[config.mk]
export PLATFORM = sky130hd
export DESIGN_NAME = cpu_clk_prescaler
export DESIGN_NICKNAME = d
export VERILOG_FILES = /design/src/rtl/cpuclk_pkg.sv /design/src/rtl/cpuclk_regs.sv /design/src/rtl/cpuclk_divider.sv /design/src/rtl/cpuclk_guard.sv /design/src/rtl/cpu_clk_prescaler.sv
export SDC_FILE = /design/constraint.sdc
export NUM_CORES = 1
export LEC_CHECK = 0
export BUFFER_PORTS_ARGS = -buffer_cell sky130_fd_sc_hd__buf_2
export CAP_MARGIN = 20
export CELL_PAD_IN_SITES_DETAIL_PLACEMENT = 1
export CELL_PAD_IN_SITES_GLOBAL_PLACEMENT = 1
export CORE_AREA = 10 10 78 80
export CTS_CLUSTER_SIZE = 8
export DETAILED_ROUTE_END_ITERATION = 7
export DIE_AREA = 0 0 88 90
export GPL_TIMING_DRIVEN = 0
export PLACE_DENSITY_LB_ADDON = 0.1
export SLEW_MARGIN = 20
export SYNTH_ARGS = -nofsm -noshare
export SYNTH_HDL_FRONTEND = slang
export SYNTH_SLANG_ARGS = --single-unit
[constraint.sdc]
create_clock -name clk_pll -period 1.2 [get_ports clk_pll]
set_input_delay 0 -clock clk_pll [delete_from_list [all_inputs] [get_ports clk_pll]]
set_output_delay 0 -clock clk_pll [all_outputs]
set_load 0.01 [all_outputs]
[src/rtl/cpuclk_pkg.sv]
package cpuclk_pkg;
  localparam int unsigned RATIO_CODE_W = 4;
  typedef logic [RATIO_CODE_W-1:0] ratio_code_t;
endpackage

[src/rtl/cpuclk_regs.sv]
module cpuclk_regs #(
  parameter int unsigned ADDR_W      = 8,
  parameter int unsigned DATA_W      = 32,
  parameter int unsigned CODE_W      = 4,
  parameter int unsigned RESET_CODE  = 15,
  parameter logic [ADDR_W-1:0] CTRL_OFFSET = 8'h1C,
  parameter logic [ADDR_W-1:0] STAT_OFFSET = 8'h20
) (
  input  logic              clk,
  input  logic              rst_n,
  input  logic [ADDR_W-1:0] addr,
  input  logic              wr,
  input  logic [CODE_W-1:0] wr_code,
  output logic [DATA_W-1:0] rdata,
  output logic [CODE_W-1:0] code_req,
  output logic              illegal_seen
);
  localparam logic [CODE_W-1:0] CODE_RST = CODE_W'(RESET_CODE);

  logic [CODE_W-1:0] req_q, req_d;
  logic              err_q, err_d;
  logic              ctrl_wr, zero_code;

  assign ctrl_wr   = wr && (addr == CTRL_OFFSET);
  assign zero_code = (wr_code == '0);

  always_comb begin
    req_d = req_q;
    err_d = err_q;
    if (ctrl_wr) begin
      if (zero_code) err_d = 1'b1;
      else           req_d = wr_code;
    end
  end

  always_ff @(posedge clk or negedge rst_n) begin
    if (!rst_n) begin
      req_q <= CODE_RST;
      err_q <= 1'b0;
    end else begin
      req_q <= req_d;
      err_q <= err_d;
    end
  end

  always_comb begin
    rdata = '0;
    if (addr == CTRL_OFFSET)      rdata[CODE_W-1:0] = req_q;
    else if (addr == STAT_OFFSET) rdata[0]          = err_q;
  end

  assign code_req     = req_q;
  assign illegal_seen = err_q;

  a_r5_zero_write_keeps_code: assert property (@(posedge clk) disable iff (!rst_n)
    (ctrl_wr && zero_code) |=> $stable(req_q));
  a_r5_code_never_zero: assert property (@(posedge clk) disable iff (!rst_n)
    req_q != '0);
  a_r6_zero_write_flags: assert property (@(posedge clk) disable iff (!rst_n)
    (ctrl_wr && zero_code) |=> err_q);
  a_r6_flag_sticky: assert property (@(posedge clk) disable iff (!rst_n)
    err_q |=> err_q);
endmodule

[src/rtl/cpuclk_divider.sv]
module cpuclk_divider #(
  parameter int unsigned CODE_W     = 4,
  parameter int unsigned RESET_CODE = 15
) (
  input  logic              clk,
  input  logic              rst_n,
  input  logic [CODE_W-1:0] code_req,
  output logic              clk_div,
  output logic [CODE_W-1:0] code_act
);
  localparam logic [CODE_W-1:0] CODE_RST = CODE_W'(RESET_CODE);

  logic [CODE_W-1:0] cnt_q, cnt_d;
  logic [CODE_W-1:0] act_q, act_d;
  logic              out_q, out_d;
  logic              phase_end, rise_next;

  assign phase_end = (cnt_q == (act_q - 1'b1));
  assign rise_next = phase_end && !out_q;

  always_comb begin
    cnt_d = cnt_q + 1'b1;
    out_d = out_q;
    act_d = act_q;
    if (phase_end) begin
      cnt_d = '0;
      out_d = ~out_q;
    end
    if (rise_next) act_d = code_req;
  end

  always_ff @(posedge clk or negedge rst_n) begin
    if (!rst_n) begin
      cnt_q <= '0;
      out_q <= 1'b0;
      act_q <= CODE_RST;
    end else begin
      cnt_q <= cnt_d;
      out_q <= out_d;
      act_q <= act_d;
    end
  end

  assign clk_div  = out_q;
  assign code_act = act_q;

  a_r4_count_within_phase: assert property (@(posedge clk) disable iff (!rst_n)
    cnt_q < act_q);
  a_r7_ratio_moves_on_rise: assert property (@(posedge clk) disable iff (!rst_n)
    !$stable(act_q) |-> $rose(out_q));
  a_r4_phase_start_on_toggle: assert property (@(posedge clk) disable iff (!rst_n)
    !$stable(out_q) |-> (cnt_q == '0));
endmodule

[src/rtl/cpuclk_guard.sv]
module cpuclk_guard #(
  parameter int unsigned CODE_W = 4
) (
  input  logic [CODE_W-1:0] cpu_code,
  input  logic [CODE_W-1:0] bus_code,
  output logic              too_slow
);
  assign too_slow = (cpu_code > bus_code);
endmodule

[src/rtl/cpu_clk_prescaler.sv]
module cpu_clk_prescaler #(
  parameter int unsigned ADDR_W      = 8,
  parameter int unsigned DATA_W      = 32,
  parameter int unsigned CODE_W      = cpuclk_pkg::RATIO_CODE_W,
  parameter int unsigned RESET_CODE  = 15,
  parameter logic [ADDR_W-1:0] CTRL_OFFSET = 8'h1C,
  parameter logic [ADDR_W-1:0] STAT_OFFSET = 8'h20
) (
  input  logic              clk_pll,
  input  logic              rst_n,
  input  logic [ADDR_W-1:0] reg_addr,
  input  logic              reg_wr,
  input  logic [DATA_W-1:0] reg_wdata,
  output logic [DATA_W-1:0] reg_rdata,
  input  logic [CODE_W-1:0] bus_ratio_code,
  output logic              clk_cpu,
  output logic              illegal_code_seen,
  output logic              clk_order_violation
);
  logic              sync1_q, sync2_q;
  logic [CODE_W-1:0] code_req, code_act;
  logic              unused_wdata_hi;

  always_ff @(posedge clk_pll or negedge rst_n) begin
    if (!rst_n) begin
      sync1_q <= 1'b0;
      sync2_q <= 1'b0;
    end else begin
      sync1_q <= 1'b1;
      sync2_q <= sync1_q;
    end
  end

  assign unused_wdata_hi = ^reg_wdata[DATA_W-1:CODE_W];

  cpuclk_regs #(
    .ADDR_W(ADDR_W), .DATA_W(DATA_W), .CODE_W(CODE_W), .RESET_CODE(RESET_CODE),
    .CTRL_OFFSET(CTRL_OFFSET), .STAT_OFFSET(STAT_OFFSET)
  ) u_regs (
    .clk(clk_pll), .rst_n(sync2_q), .addr(reg_addr), .wr(reg_wr),
    .wr_code(reg_wdata[CODE_W-1:0]), .rdata(reg_rdata),
    .code_req(code_req), .illegal_seen(illegal_code_seen)
  );

  cpuclk_divider #(.CODE_W(CODE_W), .RESET_CODE(RESET_CODE)) u_div (
    .clk(clk_pll), .rst_n(sync2_q), .code_req(code_req),
    .clk_div(clk_cpu), .code_act(code_act)
  );

  cpuclk_guard #(.CODE_W(CODE_W)) u_guard (
    .cpu_code(code_act), .bus_code(bus_ratio_code), .too_slow(clk_order_violation)
  );

  a_r3_upper_bits_zero: assert property (@(posedge clk_pll) disable iff (!sync2_q)
    reg_rdata[DATA_W-1:CODE_W] == '0);
  a_r8_violation_tracks_codes: assert property (@(posedge clk_pll) disable iff (!sync2_q)
    (clk_order_violation && $stable(code_act)) |-> (code_act != '0));
endmodule

==> results of run 1 <==
-- path summary, 6_finish.rpt --
check	slack, ns	cells after the start	startpoint	endpoint
setup reg to reg	-0.61	6	u_div.code_act[1]	u_div.code_act[1]
hold / removal	0.01	2	reg_wdata[0]	u_regs.code_req[0]
hold reg to reg	0.24	0	sync2_q	u_div.clk_div
setup / recovery	-0.62	6	u_div.code_act[1]	clk_order_violation
min in group asynchronous	0.07	2	rst_n	sync1_q
max in group asynchronous	0.59	0	sync2_q	u_div.cnt_q[3]
-- critical path, stage by stage (launching register included) --
cell	delay [ns]
dfstp_2	0.56
ha_1	0.24
nor2b_1	0.13
o21a_1	0.17
o21a_1	0.17
o21a_1	0.16
buf_2	0.13
-- flip-flops by register name, indices dropped and copies added (netlist names) --
register / count
u_div.cnt_q: 4
u_div.code_act: 4
u_regs.code_req: 4
sync1_q: 1
sync2_q: 1
u_div.clk_div: 1
u_regs.illegal_seen: 1
-- layout make-up --
class | instances | area (um^2)
Fill cell | 529 | 3019
Multi-Input combinational cell | 78 | 631.9
Sequential cell | 16 | 410.4
Buffer | 28 | 210.2
Timing Repair Buffer | 31 | 181.4
Tap cell | 54 | 67.56
Clock buffer | 4 | 55.05
Inverter | 6 | 22.52
-- through the flow --
step | setup TNS [ns] | instance area (um^2) | total power (uW) | std cells
3_3_place_gp | -6.249 | 1448 | 1317 | 207
3_5_place_dp | -6.603 | 1448 | 1340 | 207
6_report | -5.082 | 1579 | 1879 | 217
4_1_cts | -5.320 | 1573 | 1891 | 217
5_1_grt | -5.900 | 1579 | 2020 | 217
2_1_floorplan | -4.498 | 1255 | 1193 | 128
-- synth_stat cells (all sizes together) (2+ instances only) --
master / instances / area, um^2
buf: 28 / 210.2
dfrtp: 8 / 200.2
dfstp: 8 / 210.2
ha: 6 / 75.07
inv: 6 / 22.52
mux2: 6 / 75.07
nor2: 6 / 38.79
xor2: 4 / 35.03
and2: 3 / 20.02
nand3: 3 / 27.53
nor3: 3 / 20.02
o21a: 3 / 22.52
xnor2: 3 / 26.28
a32o: 2 / 20.02
conb: 2 / 7.510
nor2b: 2 / 12.51
or4: 2 / 18.77
-- what timing repair did --
item,CTS,global route
hold endpoints to repair,4,0
pin swaps,4,2
setup buffers,3,1
resized for setup,5,2
hold buffers,3,0
endpoints found under the setup margin,10,10
-- kinds of logic after synthesis --
| group | Yosys count | share of synthesized area |
|---|---|---|
| other cells | 2 | 0.006737 |
| compound gates | 7 | 0.05275 |
| simple gates | 22 | 0.1538 |
| buf+inv | 34 | 0.2088 |
| flops | 16 | 0.3681 |
| xor+xnor | 8 | 0.07520 |
| fa+ha+maj | 6 | 0.06734 |
| mux | 6 | 0.06734 |
-- power groups by stage --
stage	logic, uW	registers (uW)	clock network (uW)
6_report	626	768	486
4_1_cts	619	774	498
5_1_grt	707	787	526
2_1_floorplan	437	756	0
3_3_place_gp	533	783	0
3_5_place_dp	556	784	0
-- layer usage --
metal,track usage,vias up,part of all wire
met4,0.04388,0,0.023
li1,-,405,-
met5,0,-,0
met2,0.1268,40,0.49
met3,0.03069,4,0.12
met1,0.06963,390,0.37
==> metrics.txt, run 1 <==
CTS Buf Count 3; crit end category output port; Pre-antenna DRT Iters 2; Logic pwr share 0.333; outcome finished with violations; Vias/cell 3.866; gp weighted congestion 0.7023; Post-DRT Antenna Nets 0; routed len/inst 12.95 um; vias in the first global route 1014; most frequent cells in the layout buf_4, conb_1, buf_2; Internal 1284 uW; most common cell after layout, fill and taps aside buf_4; Syn Inst Count 101; Min Hold Slack 0.01032 ns; RSZ-0062 raised after global routing true; final hold violations 0; Critical Path RT 1.20 ns; H-tree depth 1; IO Count 82; clk slew on worst S/H paths 0.07 ns; Critical Path AT 1.82 ns; Leakage 0.0008592 uW; antenna diode instance count 0; Clock Latency Late Sink about 0.25 ns; Ys Warns 0; Syn Area/Cell 11.04 um^2; nets@finish 217; clock skew 0.001167 ns; Layout Area Growth over Synthesis 41.64%; Synth Register Bits 16; final setup violation count 10; Final Critical Period about 1.8 ns; worst-case clock buffer depth 2; kind of critical path reg -> out; Sink Count 16; P per Cell Area 1190 nW/um^2; sequential share of power 0.409; Synth Flop Type dfstp_2; Slew Viols, Final 0; Sw Ratio 0.3166; dpl ws -0.7694 ns; die extent in x 88 um; clock network fraction of total power 0.258; Iter 0 DRT Violations 3; die area 7920 um^2; Final Util 0.3434; worst-path fanout max 3; root buf cell clkbuf_8; highest clock rate 550.9 MHz; vias 839; max-cap violations 0; period utilisation layout 1.513; Post-synth EDFFs 0; Max IR drop VDD about 300 uV; final wirelength 2810 um; Buffers on Ports 25; Core ar. 4598 um^2; setup ws final -0.6153 ns; async set-reset flop share out of synthesis 1.000; min-delay worst type in -> reg; Rows 25; share of cells above drive strength 1 0.5399; largest net degree at the start of global routing 15; Seq/Total Area, Yosys 0.3681; failing checks setup timing; initial antenna violation count 0; Slew headroom 0.6173; DP HPWL approximately 2400 um; startpoint types register; CTS tree done; Synth Cell Area 1115 um^2; Netlist cell types 29; GRT Total Usage 0.07355; first-pass GRT wire length 4726 um; gr ovfl total 0; residual DRC count 0; Worst Max-Slew Pin Slew 0.5740 ns; Net Sw Power around 600 uW; Initial Util 0.2424; Die H 90 um
No activity file was read; power rests on OpenSTA's default activity.
==> run 2, diff against run 1 <==
--- a/config.mk
+++ b/config.mk
@@ -9,11 +9,12 @@
 export CAP_MARGIN = 20
 export CELL_PAD_IN_SITES_DETAIL_PLACEMENT = 1
 export CELL_PAD_IN_SITES_GLOBAL_PLACEMENT = 1
-export CORE_AREA = 10 10 78 80
+export CORE_AREA = 10 10 75 77
 export CTS_CLUSTER_SIZE = 8
 export DETAILED_ROUTE_END_ITERATION = 7
-export DIE_AREA = 0 0 88 90
+export DIE_AREA = 0 0 85 87
 export GPL_TIMING_DRIVEN = 0
+export HOLD_SLACK_MARGIN = 0.1
 export PLACE_DENSITY_LB_ADDON = 0.1
 export SLEW_MARGIN = 20
 export SYNTH_ARGS = -nofsm -noshare
==> constraint.sdc (replaced) <==
create_clock -name clk_pll -period 1.8 [get_ports clk_pll]
set_input_delay 0 -clock clk_pll [delete_from_list [all_inputs] [get_ports clk_pll]]
set_output_delay 0 -clock clk_pll [all_outputs]
set_load 0.01 [all_outputs]
==> run 2 against run 1 <==
  * The flow now finishes without violations
  * Via count up 1.2%
  * Register-to-register slack gained 0.63 ns
  * Sequential power decreased by 34%
  * Highest routed layer unchanged
==> metrics.txt, run 2 (synthesis gave the netlist of run 1 again) <==
most frequent cells in the layout buf_4, conb_1, buf_2 (unchanged); Internal 818.6 uW (was 1284 uW); Vias/cell 3.877 (was 3.866); sequential share of power 0.430 (was 0.409); Initial Util 0.2633 (was 0.2424); root buf cell clkbuf_8 (unchanged); Logic pwr share 0.338 (was 0.333); antenna diode instance count 0 (unchanged); Pre-antenna DRT Iters 4 (was 2); max-cap violations 0 (unchanged); IO Count 82 (unchanged); CTS Buf Count 3 (unchanged); vias in the first global route 950 (was 1014); initial antenna violation count 0 (unchanged); crit end category output port (unchanged); first-pass GRT wire length 4416 um (was 4726 um); min-delay worst type in -> reg (unchanged); Net Sw Power 368.4 uW (was 595.0 uW); post-route cell area 1590 um^2 (was 1579 um^2); most used cell along the critical path o21a_1 (unchanged); kind of critical path reg -> out (unchanged); Slew Viols, Final 0 (unchanged); residual DRC count 0 (unchanged); most common cell after layout, fill and taps aside buf_4 (unchanged); largest net degree at the start of global routing 15 (unchanged); die area 7395 um^2 (was 7920 um^2); Layout Area Growth over Synthesis 42.65% (was 41.64%); Sink Count 16 (unchanged); R2R depth 6 (unchanged); period utilisation layout 0.9945; clk slew on worst S/H paths 0.07 ns (about the same); hold endpoint u_regs.illegal_seen (was u_regs.code_req[0]); Leakage 0.0008690 uW (was 0.0008592 uW); DP HPWL 2273 um (was 2387 um); dpl ws -0.1356 ns (was -0.7694 ns); final wirelength 2576 um (was 2810 um); Critical Path AT 1.79 ns (was 1.82 ns); Hold Path Stages 5 (was 2); final hold violations 0 (unchanged); P per Cell Area 746.4 nW/um^2 (was 1190 nW/um^2); Critical Path RT 1.80 ns (was 1.20 ns); nets@finish 221 (was 217); PnR Total Power 1187 uW (was 1879 uW); worst-case clock buffer depth 2 (unchanged); Worst Max-Slew Pin Slew 0.5687 ns (was 0.5740 ns); Multi-input gate area 619.3 um^2 (was 631.9 um^2); highest clock rate 558.6 MHz; worst r2r dst u_div.code_act[0] (was u_div.code_act[1]); Iter 0 DRT Violations 8 (was 3); CTS tree done (unchanged); Hold Startpoint reg_addr[0] (was reg_wdata[0]); vias 849 (was 839); RSZ-0062 raised after global routing true (unchanged); worst-path fanout max 3 (unchanged); clock network fraction of total power 0.233 (was 0.258); outcome finished, final reports clean (was finished with violations); setup ws final 0.009872 ns (was -0.6153 ns); placed cell areas 1445 um^2 (was 1448 um^2); FF+latch area 410.4 um^2 (unchanged); Die H 87 um (was 90 um); final setup violation count 0 (was 10); reg-to-reg slack, setup 0.02 ns (was -0.61 ns); clock skew 0.003974 ns (was 0.001167 ns); routed len/inst 11.76 um (was 12.95 um); Sw Ratio 0.3104 (was 0.3166); gp weighted congestion 0.7162 (was 0.7023); Core ar. 4234 um^2 (was 4598 um^2); Clock Latency Late Sink 0.24 ns (was 0.25 ns); Post-DRT Antenna Nets 0 (unchanged); Rows 24 (was 25); die extent in x 85 um (was 88 um); share of cells above drive strength 1 0.5030 (was 0.5399); Max IR drop VDD 316.9 uV (was 299.4 uV); startpoint types register (unchanged); crit-path cells ha_1, nor2b_1, o21a_1, o21a_1, o21a_1, buf_2 (unchanged); filler instances 492 (was 529); CP top delay family flip-flops (unchanged); gr ovfl total 0 (unchanged); reg2reg start u_div.code_act[1] (unchanged); Crit-path slowest cell dfstp_2 (unchanged); Final Critical Period 1.790 ns; Buffers on Ports 25 (unchanged); Slew headroom 0.6209 (was 0.6173); H-tree depth 1 (unchanged); GRT Total Usage 0.07122 (was 0.07355); slowest stage delay, CP 0.55 ns (was 0.56 ns); Crit path buffers/inverters 1 (unchanged)
## run 2: power groups by stage
stage,Sequential [uW],Clock (uW),Combinational (uW)
after floorplan,504,0,291
after global placement,520,0,355
after detailed placement,520,0,370
after CTS,511,284,393
after global routing,522,302,457
final,510,276,401
## run 2: stage by stage
stage / util / instances / setup TNS (ns) / hold slack, ns
finish: 0.3756 / 219 / 0 / 0.1735
global route: 0.3756 / 219 / -0.3596 / 0.1890
CTS: 0.3720 / 218 / -0.07489 / 0.1746
detailed placement: 0.3413 / 205 / -0.5170 / -0.2097
global placement: 0.3413 / 205 / -0.4630 / -0.2142
floorplan: - / 128 / -0.09538 / -0.2956
## run 2: worst max path at each step
stage                      startpoint  cells past startpoint             endpoint
finish              u_div.code_act[1]                      6  clk_order_violation
CTS                 u_div.code_act[1]                      6    u_div.code_act[0]
global placement    u_div.code_act[1]                      6    u_div.code_act[3]
global route        u_div.code_act[0]                      6    u_div.code_act[0]
floorplan           u_div.code_act[0]                      6    u_div.code_act[0]
detailed placement  u_div.code_act[0]                      6    u_div.code_act[0]
## run 2: layer usage
layer  GRT usage  wire length (um)  part of all wire
met5           0                 0                 0
met4     0.02246                19            0.0074
met3     0.03277               241             0.094
met2      0.1240              1339              0.52
met1     0.07468               976              0.38
## run 2: what timing repair did
item / 4_1_cts / 5_1_grt
hold buffers: 7 / 0
endpoints found under the hold margin: 7 / 0
pin swaps: 2 / 0
setup endpoints to repair: 5 / 8
buffers inserted: 2 / 1
gates resized for setup: 1 / 1
## run 2: area by class of cell
type                       instances  share of cell area
timing repair buffer              35              0.1369
sequential                        16              0.2581
clock buffer                       4             0.02832
buffer                            28              0.1322
multi-input combinational         78              0.3895
inverter                           6             0.01416
tap                               52             0.04091
## run 2: worst reg2reg max path: stages, from the launching register on
cell and delay, ns:
dfstp_2 0.55, inv_2 0.05, ha_4 0.26, xor2_2 0.14
nand3_2 0.11, nor3_4 0.27, mux2_4 0.34
==> run 3, diff against run 2 <==
--- a/config.mk
+++ b/config.mk
@@ -5,7 +5,7 @@
 export SDC_FILE = /design/constraint.sdc
 export NUM_CORES = 1
 export LEC_CHECK = 0
-export BUFFER_PORTS_ARGS = -buffer_cell sky130_fd_sc_hd__buf_2
+export BUFFER_PORTS_ARGS = -buffer_cell sky130_fd_sc_hd__buf_4
 export CAP_MARGIN = 20
 export CELL_PAD_IN_SITES_DETAIL_PLACEMENT = 1
 export CELL_PAD_IN_SITES_GLOBAL_PLACEMENT = 1
==> run 3 against run 2 <==
  * Fmax increased by 0.12%
  * Critical path type is now reg -> reg
  * Utilization rose by 1.9 points
  * Via count fell by 2.7%
  * Largest cell class unchanged
  * Critical path depth is the same
==> metrics.txt, run 3 (synthesis gave the netlist of run 1 again) <==
kind of critical path reg -> reg (was reg -> out); Crit-path slowest cell dfstp_2 (unchanged); final setup violation count 0 (unchanged); Critical Path RT 1.97 ns (was 1.80 ns); antenna diode instance count 0 (unchanged); Multi-input gate area 631.9 um^2 (was 619.3 um^2); crit-path cells inv_2, ha_4, xor2_2, nand3_2, nor3_4, mux2_4 (was ha_1, nor2b_1, o21a_1, o21a_1, o21a_1, buf_2); worst-case clock buffer depth 2 (unchanged); Initial Util 0.2633 (unchanged); vias in the first global route 946 (was 950); initial antenna violation count 0 (unchanged); P per Cell Area 746.6 nW/um^2 (was 746.4 nW/um^2); Sink Count 16 (unchanged); FF+latch area 410.4 um^2 (unchanged); filler instances 488 (was 492); vias 826 (was 849); Buffers on Ports 25 (unchanged); max-cap violations 0 (unchanged); CTS tree done (unchanged); most frequent cells in the layout buf_4, conb_1, dfrtp_1, dfstp_2, dlygate4sd3_1 (was buf_4, conb_1, buf_2); share of cells above drive strength 1 0.5120 (was 0.5030); Post-DRT Antenna Nets 0 (unchanged); crit end category register (was output port); Clock Latency Late Sink 0.24 ns (about the same); Slew Viols, Final 0 (unchanged); Iter 0 DRT Violations 7 (was 8); Slew headroom 0.6004 (was 0.6209); placed instance count 205 (unchanged); residual DRC count 0 (unchanged); gr ovfl total 0 (unchanged); root buf cell clkbuf_8 (unchanged); post-route cell area 1672 um^2 (was 1590 um^2); routed len/inst 11.85 um (was 11.76 um); gp weighted congestion 0.7174 (was 0.7162); placed cell areas 1508 um^2 (was 1445 um^2); largest net degree at the start of global routing 15 (unchanged); CTS Buf Count 3 (unchanged); DP HPWL 2259 um (was 2273 um); highest clock rate 559.3 MHz (was 558.6 MHz); Die H 87 um (unchanged); Core ar. 4234 um^2 (unchanged); startpoint types register (unchanged); outcome finished, final reports clean (unchanged); Vias/cell 3.789 (was 3.877); GRT Total Usage 0.06799 (was 0.07122); post-route insts no fill 218 (was 219); clock skew 0.0004440 ns (was 0.003974 ns); period utilisation layout 0.9933 (was 0.9945); first-pass GRT wire length 4257 um (was 4416 um); slowest stage delay, CP 0.57 ns (was 0.55 ns); die area 7395 um^2 (unchanged); Max IR drop VDD 294.0 uV (was 316.9 uV); Rows 24 (unchanged); H-tree depth 1 (unchanged); final hold violations 0 (unchanged); Leakage 0.0008864 uW (was 0.0008690 uW); setup TNS 0 ns (unchanged); RSZ-0062 raised after global routing true (unchanged); Worst Max-Slew Pin Slew 0.5993 ns (was 0.5687 ns); Pre-antenna DRT Iters 2 (was 4); worst-path fanout max 4 (was 3); Final Critical Period 1.788 ns (was 1.790 ns); final wirelength 2583 um (was 2576 um); clk slew on worst S/H paths 0.06 ns (was 0.07 ns); Layout Area Growth over Synthesis 49.94% (was 42.65%); die extent in x 85 um (unchanged); nets@finish 220 (was 221); min-delay worst type in -> reg (unchanged); IO Count 82 (unchanged); most common cell after layout, fill and taps aside buf_4 (unchanged); Critical Path AT 1.96 ns (was 1.79 ns)
[run 3: cell types whose count changed in the layout (fill, tap and decap cells not counted), sizes merged]
cell	delta
buf	-1
[run 3: what timing repair did]
action / CTS / global route
gates resized for setup: 1 / 3
hold endpoints to repair: 7 / 0
hold buffers: 7 / 0
setup endpoints to repair: 5 / 7
setup buffers: 2 / 0
pin swaps: 2 / 0
[run 3: per-layer routing]
layer	track usage	share of wire
met1	0.07046	0.38
met4	0.02246	0.0074
met3	0.03184	0.10
met2	0.1185	0.51
met5	0	0
[run 3: through the flow]
step           total power (uW)  utilization  worst slack (ns)  hold slack (ns)
2_1_floorplan             795.4            -          -0.02385          -0.2956
3_3_place_gp              895.0       0.3561           -0.1200          -0.2170
3_5_place_dp              907.8       0.3561           -0.1271          -0.2142
4_1_cts                    1250       0.3892          -0.03085           0.1696
5_1_grt                    1339       0.3948          -0.06977           0.2005
6_report                   1248       0.3948           0.01199           0.1697
[run 3: where the power goes]
part | switching [uW] | leakage [uW] | internal [uW] | total, uW
registers | 77.1 | 0.000184 | 434 | 511
clock network | 122 | 0.0000288 | 194 | 316
logic | 172 | 0.000674 | 249 | 422
total | 371 | 0.000886 | 877 | 1250
[run 3: area by class of cell]
class	count	area share
buffer	28	0.1257
clock buffer	4	0.03293
inverter	6	0.01347
multi-input combinational	78	0.3780
sequential	16	0.2455
tap	52	0.03892
timing repair buffer	34	0.1654
[run 3: path summary, 6_finish.rpt]
kind,startpoint,to,slack (ns),cells past startpoint
worst max-delay path,u_div.code_act[1],u_div.code_act[1],0.01,6
worst min-delay path,reg_addr[0],u_regs.illegal_seen,0.17,5
worst max register to register,u_div.code_act[1],u_div.code_act[1],0.01,6
worst min register to register,sync2_q,u_regs.illegal_seen,0.25,0
max in group asynchronous,rst_n,sync1_q,1.08,3
min in group asynchronous,sync2_q,u_regs.illegal_seen,0.25,0
[run 3: critical path, delay by kind of cell, from the launching register on]
| family | cells | cell delay [ns] |
|---|---|---|
| buffers and inverters | 1 | 0.05 |
| adder cells (fa/ha/maj) | 1 | 0.26 |
| flip-flops | 1 | 0.57 |
| XOR/XNOR | 1 | 0.14 |
| multiplexers | 1 | 0.33 |
| AND/OR/NAND/NOR | 2 | 0.37 |
